**config.mk**
```make
export PLATFORM = sky130hd
export DESIGN_NAME = tri_port_xbar
export DESIGN_NICKNAME = d
export VERILOG_FILES = /design/src/rtl/xbar_pkg.sv /design/src/rtl/xbar_path_latch.sv /design/src/rtl/xbar_port_drive.sv /design/src/rtl/tri_port_xbar.sv
export SDC_FILE = /design/constraint.sdc
export NUM_CORES = 1
export LEC_CHECK = 0
export BUFFER_PORTS_ARGS = -buffer_cell sky130_fd_sc_hd__buf_4
export CORE_MARGIN = 4
export CORE_UTILIZATION = 46
export CTS_CLUSTER_DIAMETER = 80
export DETAILED_ROUTE_END_ITERATION = 7
export PLACE_DENSITY = 0.76
export SKIP_CTS_REPAIR_TIMING = 1
export SYNTH_ARGS = -nofsm -noshare
export SYNTH_HDL_FRONTEND = slang
export SYNTH_HIERARCHICAL = 1
export SYNTH_SLANG_ARGS = --single-unit
```
**constraint.sdc**
```tcl
create_clock -name clk -period 1.3 [get_ports clk]
set_input_delay 0.26 -clock clk [delete_from_list [all_inputs] [get_ports clk]]
set_output_delay 0.26 -clock clk [all_outputs]
set_load 0.02 [all_outputs]
```
**src/rtl/xbar_pkg.sv**
```systemverilog
package xbar_pkg;

    localparam int unsigned DATA_W   = 9;
    localparam int unsigned NUM_SIDE = 2;
    localparam int unsigned NUM_PORT = 3;

    // Index of the A and B sides in per-side arrays
    localparam int unsigned SIDE_A = 0;
    localparam int unsigned SIDE_B = 1;

    typedef logic [DATA_W-1:0] word_t;

    typedef struct packed {
        logic  drive;
        word_t value;
    } port_drv_t;

    // Invert the top (parity) bit when requested
    function automatic word_t parity_adjust(input word_t w, input logic flip);
        word_t r;
        r = w;
        r[DATA_W-1] = w[DATA_W-1] ^ flip;
        return r;
    endfunction

endpackage

```
**src/rtl/xbar_path_latch.sv**
```systemverilog
module xbar_path_latch #(
    parameter int unsigned WIDTH = xbar_pkg::DATA_W
) (
    input  logic             clk,
    input  logic             rst,
    input  logic             hold,
    input  logic [WIDTH-1:0] d,
    output logic [WIDTH-1:0] q
);

    logic [WIDTH-1:0] store;

    // Capture every edge while open; keep the last capture while held
    always_ff @(posedge clk) begin
        if (rst) begin
            store <= '0;
        end else if (!hold) begin
            store <= d;
        end
    end

    assign q = hold ? store : d;

endmodule

```
**src/rtl/xbar_port_drive.sv**
```systemverilog
module xbar_port_drive
    import xbar_pkg::*;
(
    input  logic      oe_n,
    input  word_t     value,
    output port_drv_t drv
);

    always_comb begin
        drv.drive = ~oe_n;
        drv.value = value;
    end

endmodule

```
**src/rtl/tri_port_xbar.sv**
```systemverilog
module tri_port_xbar
    import xbar_pkg::*;
(
    input  logic              clk,
    input  logic              rst,
    input  logic [DATA_W-1:0] a_in,
    input  logic [DATA_W-1:0] b_in,
    input  logic [DATA_W-1:0] c_in,
    input  logic              oe_a_n,
    input  logic              oe_b_n,
    input  logic              oe_c_n,
    input  logic              hold_ac,
    input  logic              hold_bc,
    input  logic              hold_ca,
    input  logic              hold_cb,
    input  logic              sel_src,
    input  logic              sel_cside,
    input  logic              par_flip,
    output logic [DATA_W-1:0] a_out,
    output logic              a_oe,
    output logic [DATA_W-1:0] b_out,
    output logic              b_oe,
    output logic [DATA_W-1:0] c_out,
    output logic              c_oe
);

    word_t               side_in   [NUM_SIDE];
    word_t               to_c_q    [NUM_SIDE];
    word_t               from_c_q  [NUM_SIDE];
    word_t               side_out  [NUM_SIDE];
    logic [NUM_SIDE-1:0] hold_to_c;
    logic [NUM_SIDE-1:0] hold_from_c;
    word_t               src_bus;

    word_t               port_val  [NUM_PORT];
    logic  [NUM_PORT-1:0] port_oen;
    port_drv_t           port_drv  [NUM_PORT];

    assign side_in[SIDE_A]     = a_in;
    assign side_in[SIDE_B]     = b_in;
    assign hold_to_c[SIDE_A]   = hold_ac;
    assign hold_to_c[SIDE_B]   = hold_bc;
    assign hold_from_c[SIDE_A] = hold_ca;
    assign hold_from_c[SIDE_B] = hold_cb;

    // Source bus: the stored value headed for C, also reused by A/B
    assign src_bus = sel_src ? to_c_q[SIDE_B] : to_c_q[SIDE_A];

    for (genvar g = 0; g < NUM_SIDE; g++) begin : g_side
        xbar_path_latch #(.WIDTH(DATA_W)) u_to_c (
            .clk  (clk),
            .rst  (rst),
            .hold (hold_to_c[g]),
            .d    (side_in[g]),
            .q    (to_c_q[g])
        );

        xbar_path_latch #(.WIDTH(DATA_W)) u_from_c (
            .clk  (clk),
            .rst  (rst),
            .hold (hold_from_c[g]),
            .d    (c_in),
            .q    (from_c_q[g])
        );

        // Parity flip sits after the stage, on the C-to-side path only
        assign side_out[g] = sel_cside ? parity_adjust(from_c_q[g], par_flip)
                                       : src_bus;
    end

    assign port_val[0] = side_out[SIDE_A];
    assign port_val[1] = side_out[SIDE_B];
    assign port_val[2] = src_bus;
    assign port_oen    = {oe_c_n, oe_b_n, oe_a_n};

    for (genvar p = 0; p < NUM_PORT; p++) begin : g_port
        xbar_port_drive u_drv (
            .oe_n  (port_oen[p]),
            .value (port_val[p]),
            .drv   (port_drv[p])
        );
    end

    assign a_out = port_drv[0].value;
    assign a_oe  = port_drv[0].drive;
    assign b_out = port_drv[1].value;
    assign b_oe  = port_drv[1].drive;
    assign c_out = port_drv[2].value;
    assign c_oe  = port_drv[2].drive;

endmodule

```
==> flow_summary_export.csv, run 1 <==
group,metric,value,unit
route,first_pass_iters,3,
route,drt_drc_violations_left,0,
logic_synthesis,synth-seq-area-share,0.334,
logic_synthesis,synth-edff-count,0,
pwr,powerDensity,1110,nW/um2
place,place_inst,289,
sta,rsz0062_at_grt,"true",
grt,grt_max_degree,37,
layout,antenna_cells,0,
clocking,clock-sinks,36,
critical_path,crit_chain,"mux2_4, mux2i_4, mux2i_1, buf_4",
sta,fin_hold_ws,0.330,ns
clocking,worstSkewPairLatency,0.28,ns
logic_synthesis,synth_flop_cell,"dfxtp_1",
pwr,p_total,3.09,mW
sta,finalCritPeriodShare,1.23,
critical_path,max_stage_delay,0.31,ns
logic_synthesis,synth.net_count,238,
place,gp_congestion,0.730,
clocking,numCtsBuffers,5,
route,ant_nets,0,
floorplanning,dieWidth,76.5,um
critical_path,end_kind,"output pin",
critical_path,crit_family,"multiplexers",
logic_synthesis,syn_inst,199,
route,viasPerCell,4.65,
clocking,clock_path_buffers,2,
outcome,status,"finished, violations left",
logic_synthesis,ys_seq_elements,36,
sta,hold_viol_final,0,
place,place_ws,-0.289,ns
layout,areaGrowthSynthToFinish,28.5,%
floorplanning,num_rows,24,
grt,grt.overflow.total,0,
sta,worstMarginPinSlew,0.377,ns
critical_path,critical_path.startpoint,"g_side[1].u_to_c/store[2]",
grt,grt_usage,0.150,
critical_path,crit_type,"flip-flop to output pin",
layout,fin_nets,285,
route,wl,4440,um
min_path,hold_class,"primary input to flip-flop",
pwr,irDropWorstVdd,0.750,mV
floorplanning,io_pins,69,
grt,use_met1,0.187,
layout,finalNonFillerCells,299,
logic_synthesis,syn_area_per_cell,10.9,um2
logic_synthesis,syn_area,2160,um2
sta,skew,0,ns
min_path,worstHoldStart,"c_in[4]",
logic_synthesis,synth_top_area_share,0.334,
critical_path,cp_max_fo,3,
grt,grt_pass1_vias,1454,
critical_path,path_buf_inv,1,
sta,relSlewSlack,0.749,
clocking,htreeDepth,2,
floorplanning,die-area,5860,um2
sta,fmax,0.623,GHz
grt,grt_pass1_wl,7030,um
grt,grt_use_met2,0.240,
sta,postLayoutSetupSlackWorst,-0.305,ns
floorplanning,die_h,76.5,um
logic_synthesis,yosys.cell_types.count,8,
logic_synthesis,synthArstFlopShare,0,
logic_synthesis,synth_top_area_cell,"dfxtp_1",
logic_synthesis,yosys-top-cells-area,"dfxtp_1, mux2_4, mux2i_1",
place,dp_hpwl,3200,um
place,place_area,2540,um2
clocking,cts.clk_slew.worst_paths,0.08,ns
critical_path,required,1.04,ns
critical_path,crit_arrival,1.34,ns
clocking,tritoncts,"done",
route,vias,1391,
sta,layout_min_cycle_time,1.60,ns
layout,design_area,2780,um2
logic_synthesis,yosys_warnings,6,
floorplanning,core,4440,um2
sta,slew_violations,0,
route,first_iter_violations,68,
pwr,p_leak,1.40,nW
flow_run,drv_cap,0,
critical_path,worst_path_max_delay_cell,"dfxtp_1",
grt,antenna_found_initial,0,
floorplanning,start_util,0.486,
grt,grtUsageMet3,0.0485,
place,port_buffers,68,
sta,setup-violations-final,27,
outcome,failed_checks,"setup timing",
critical_path,start_kind,"flip-flop",
critical_path,reg2reg_from,"g_side[0].u_to_c/store[8]",
layout,fin_util,0.625,
sta,tns,-6.84,ns
logic_synthesis,synth_commonest_cells,"dfxtp_1, mux2_4, nor2b_1",
layout,drive_gt1_frac,0.538,
grt,top_usage_layer,"met2",
clocking,root_buffer,"clkbuf_8",
route,wl_per_cell,14.8,um
cell usage in the layout, fill, tap and decap left out, drive strengths merged:
cell	count
xnor2	2
clkbuf	6
dfxtp	36
buf	74
mux2	36
mux2i	27
clkinv	1
inv	28
bufinv	1
nor2b	36
worst register-to-register path: stages, from the launching register on:
cell	delay (ns)
dfxtp_2	0.32
mux2_4	0.27
buf_4	0.13
nor2b_1	0.12
per-layer routing:
metal	routed length (um)	up-vias	part of all wire
li1	-	694	-
met4	61	0	0.014
met1	2030	638	0.46
met3	322	7	0.073
met2	2020	52	0.46
met5	0	-	0
flip-flops by register name, summed over array words and instances (netlist names):
signal,count
g_side.u_to_c/store,18
g_side.u_from_c/store,18
final cells by class:
type | count | area, um2
Clock buffer | 6 | 72.6
Clock inverter | 2 | 35.0
Fill cell | 372 | 1670
Inverter | 28 | 105
Multi-Input combinational cell | 101 | 1170
Sequential cell | 36 | 723
Tap cell | 52 | 65.1
Timing Repair Buffer | 74 | 611
worst paths after layout:
kind | end | slack [ns] | cells past startpoint
max | b_out[2] | -0.30 | 4
min | g_side[1].u_from_c/store[4] | 0.33 | 3
max reg2reg | g_side[0].u_to_c/store[8] | 0.34 | 3
min reg2reg | g_side[0].u_from_c/store[7] | 0.59 | 2
cell families after synthesis:
| group | share of synthesized area |
|---|---|
| and+or+nand+nor | 0.104 |
| buffers and inverters | 0.179 |
| DFF | 0.334 |
| muxes | 0.375 |
| xor gates and xnor gates | 0.00811 |
power breakdown:
group | internal [mW] | switching, mW
clock network | 0.569 | 0.397
registers | 1.17 | 0.0184
logic | 0.505 | 0.428
total | 2.24 | 0.843
No activity file was read; power rests on OpenSTA's default activity.
==> run 2: changes to the inputs <==
--- a/config.mk
+++ b/config.mk
@@ -5,12 +5,13 @@
 export SDC_FILE = /design/constraint.sdc
 export NUM_CORES = 1
 export LEC_CHECK = 0
+export ABC_AREA = 1
 export BUFFER_PORTS_ARGS = -buffer_cell sky130_fd_sc_hd__buf_4
 export CORE_MARGIN = 4
-export CORE_UTILIZATION = 46
+export CORE_UTILIZATION = 49
 export CTS_CLUSTER_DIAMETER = 80
 export DETAILED_ROUTE_END_ITERATION = 7
-export PLACE_DENSITY = 0.76
+export PLACE_DENSITY = 0.84
 export SKIP_CTS_REPAIR_TIMING = 1
 export SYNTH_ARGS = -nofsm -noshare
 export SYNTH_HDL_FRONTEND = slang
==> flow_summary_export.csv, run 2 <==
group,metric,value,unit
outcome,status,"finished, violations left",
outcome,failed_checks,"setup timing",
clocking,root_buffer,"clkbuf_8",
min_path,hold_class,"primary input to flip-flop",
critical_path,reg2reg_depth,6,
sta,finalCritPeriodShare,1.19,
layout,multi_input_area,1400,um2
logic_synthesis,synth_commonest_cells,"inv_1, nand2_1, nand2_2",
layout,fillCellCount,447,
route,first_iter_violations,86,
sta,layout_min_cycle_time,1.55,ns
flow_run,drv_cap,0,
logic_synthesis,synthArstFlopShare,0,
pwr,irDropWorstVdd,0.452,mV
place,place_ws,-0.132,ns
layout,regArea,731,um2
critical_path,required,1.04,ns
floorplanning,die-area,6910,um2
sta,slew_violations,0,
pwr,p_leak,2.16,nW
layout,drive_gt1_frac,0.649,
route,drt_drc_violations_left,0,
layout,top_regs,"g_side.u_from_c/store x18, g_side.u_to_c/store x18",
route,wl_per_cell,11.9,um
min_path,min_to,"g_side[1].u_to_c/store[4]",
logic_synthesis,syn_inst,432,
place,port_buffers,68,
sta,rsz0062_at_grt,"true",
clocking,clock-sinks,36,
logic_synthesis,yosys_warnings,6,
floorplanning,num_rows,27,
layout,areaGrowthSynthToFinish,33.2,%
route,wl,6760,um
logic_synthesis,yosysMostFrequentCell,"inv_1",
min_path,worstHoldStart,"b_in[4]",
pwr,p_total,3.40,mW
critical_path,worst_path_max_delay_cell,"dfxtp_1",
grt,grt_pass1_wl,10100,um
critical_path,reg2reg_from,"g_side[1].u_to_c/store[3]",
clocking,clock_path_buffers,2,
critical_path,critical_path.startpoint,"g_side[1].u_to_c/store[7]",
logic_synthesis,synth-edff-count,0,
sta,relSlewSlack,0.833,
floorplanning,io_pins,69,
floorplanning,core,5510,um2
layout,fin_nets,534,
grt,antenna_found_initial,0,
sta,worstMarginPinSlew,0.250,ns
critical_path,crit_type,"flip-flop to output pin",
layout,layout_common_cells,"nand2_2, inv_1, buf_4, nand2_1, inv_2",
route,first_pass_iters,4,
critical_path,end_kind,"output pin",
sta,postLayoutSetupSlackWorst,-0.253,ns
critical_path,crit_arrival,1.29,ns
logic_synthesis,ys_seq_elements,36,
sta,tns,-5.31,ns
critical_path,start_kind,"flip-flop",
critical_path,r2r-end,"g_side[1].u_to_c/store[3]",
critical_path,rrSetupSlack,0.43,ns
logic_synthesis,yosys-top-cells-area,"dfxtp_1, inv_1, nand2_2",
critical_path,max_stage_delay,0.32,ns
grt,grt_pass1_vias,2345,
clocking,numCtsBuffers,5,
pwr,powerDensity,923,nW/um2
grt,grt.overflow.total,0,
critical_path,crit_chain,"inv_1, nand2_1, nand2_2, inv_1, inv_1, nand2_1, nand3_2, nand2_2, buf_6",
logic_synthesis,synth-seq-area-share,0.261,
clocking,cts.clk_slew.worst_paths,0.08,ns
layout,antenna_cells,0,
floorplanning,start_util,0.502,
critical_path,crit_path_frequent_cell,"inv_1",
sta,fmax,0.644,GHz
grt,grt_usage,0.174,
logic_synthesis,synth.net_count,471,
logic_synthesis,synth_top_area_share,0.261,
clocking,worstSkewPairLatency,0.29,ns
place,dp_hpwl,4430,um
floorplanning,die_h,83.1,um
logic_synthesis,syn_area,2770,um2
place,gp_congestion,0.847,
critical_path,cp_max_fo,2,
route,viasPerCell,4.35,
sta,skew,0,ns
logic_synthesis,synth_top_area_cell,"dfxtp_1",
min_path,min_path_cells,5,
clocking,htreeDepth,2,
logic_synthesis,syn_area_per_cell,6.40,um2
floorplanning,dieWidth,83.1,um
sta,hold_viol_final,0,
layout,final_common_cell,"nand2_2",
sta,setup-violations-final,27,
route,vias,2470,
logic_synthesis,synth_flop_cell,"dfxtp_1",
grt,grt_max_degree,37,
route,ant_nets,0,
logic_synthesis,yosys.cell_types.count,15,
clocking,tritoncts,"done",
==> run 2: worst max-delay path: cells and delay by family (launching register included) <==
kind | cells | cell delay [ns]
AND/OR/NAND/NOR | 5 | 0.39
flip-flops | 1 | 0.32
buffers and inverters | 4 | 0.27
==> run 2: worst max-delay path by stage <==
stage / endpoint / slack [ns] / depth (start not counted)
6_report: a_out[7] / -0.25 / 9
4_1_cts: b_out[4] / -0.26 / 9
2_1_floorplan: c_out[0] / 0.02 / 9
3_3_place_gp: a_out[2] / -0.11 / 10
3_5_place_dp: b_out[4] / -0.13 / 10
5_1_grt: b_out[0] / -0.31 / 9
==> run 2: layer usage <==
metal / up-vias / share of wire / track usage
li1: 1273 / - / -
met1: 1098 / 0.42 / 0.207
met2: 79 / 0.50 / 0.294
met3: 20 / 0.050 / 0.0556
met4: 0 / 0.034 / 0.0594
met5: - / 0 / 0
==> run 2: cell type report <==
cell class,instances,share of cell area
clock inverter,1,0.00204
clock buffer,7,0.0234
multi-input combinational,220,0.378
inverter,138,0.152
sequential,36,0.198
tap,72,0.0244
timing repair buffer,94,0.221
==> run 2: per-stage QoR <==
stage | hold slack, ns | area (um2) | utilization | std cells
after floorplan | 0.478 | 2770 | - | 432
after global placement | 0.514 | 3210 | 0.582 | 551
after detailed placement | 0.521 | 3210 | 0.582 | 551
after CTS | 0.283 | 3300 | 0.599 | 559
after global routing | 0.308 | 3690 | 0.669 | 568
final | 0.290 | 3690 | 0.669 | 568
==> run 2: cell families (layout without fill, tap and decap cells) <==
kind of cell / Yosys count / count (layout) / share of synthesized area
buf+inv: 176 / 240 / 0.312
flops: 36 / 36 / 0.261
simple gates: 220 / 220 / 0.428
==> run 2: power breakdown <==
part / internal [mW] / switching (mW) / total [mW]
Clock: 0.431 / 0.432 / 0.863
Combinational: 0.594 / 0.740 / 1.33
Sequential: 1.18 / 0.0227 / 1.21
Total: 2.21 / 1.19 / 3.40
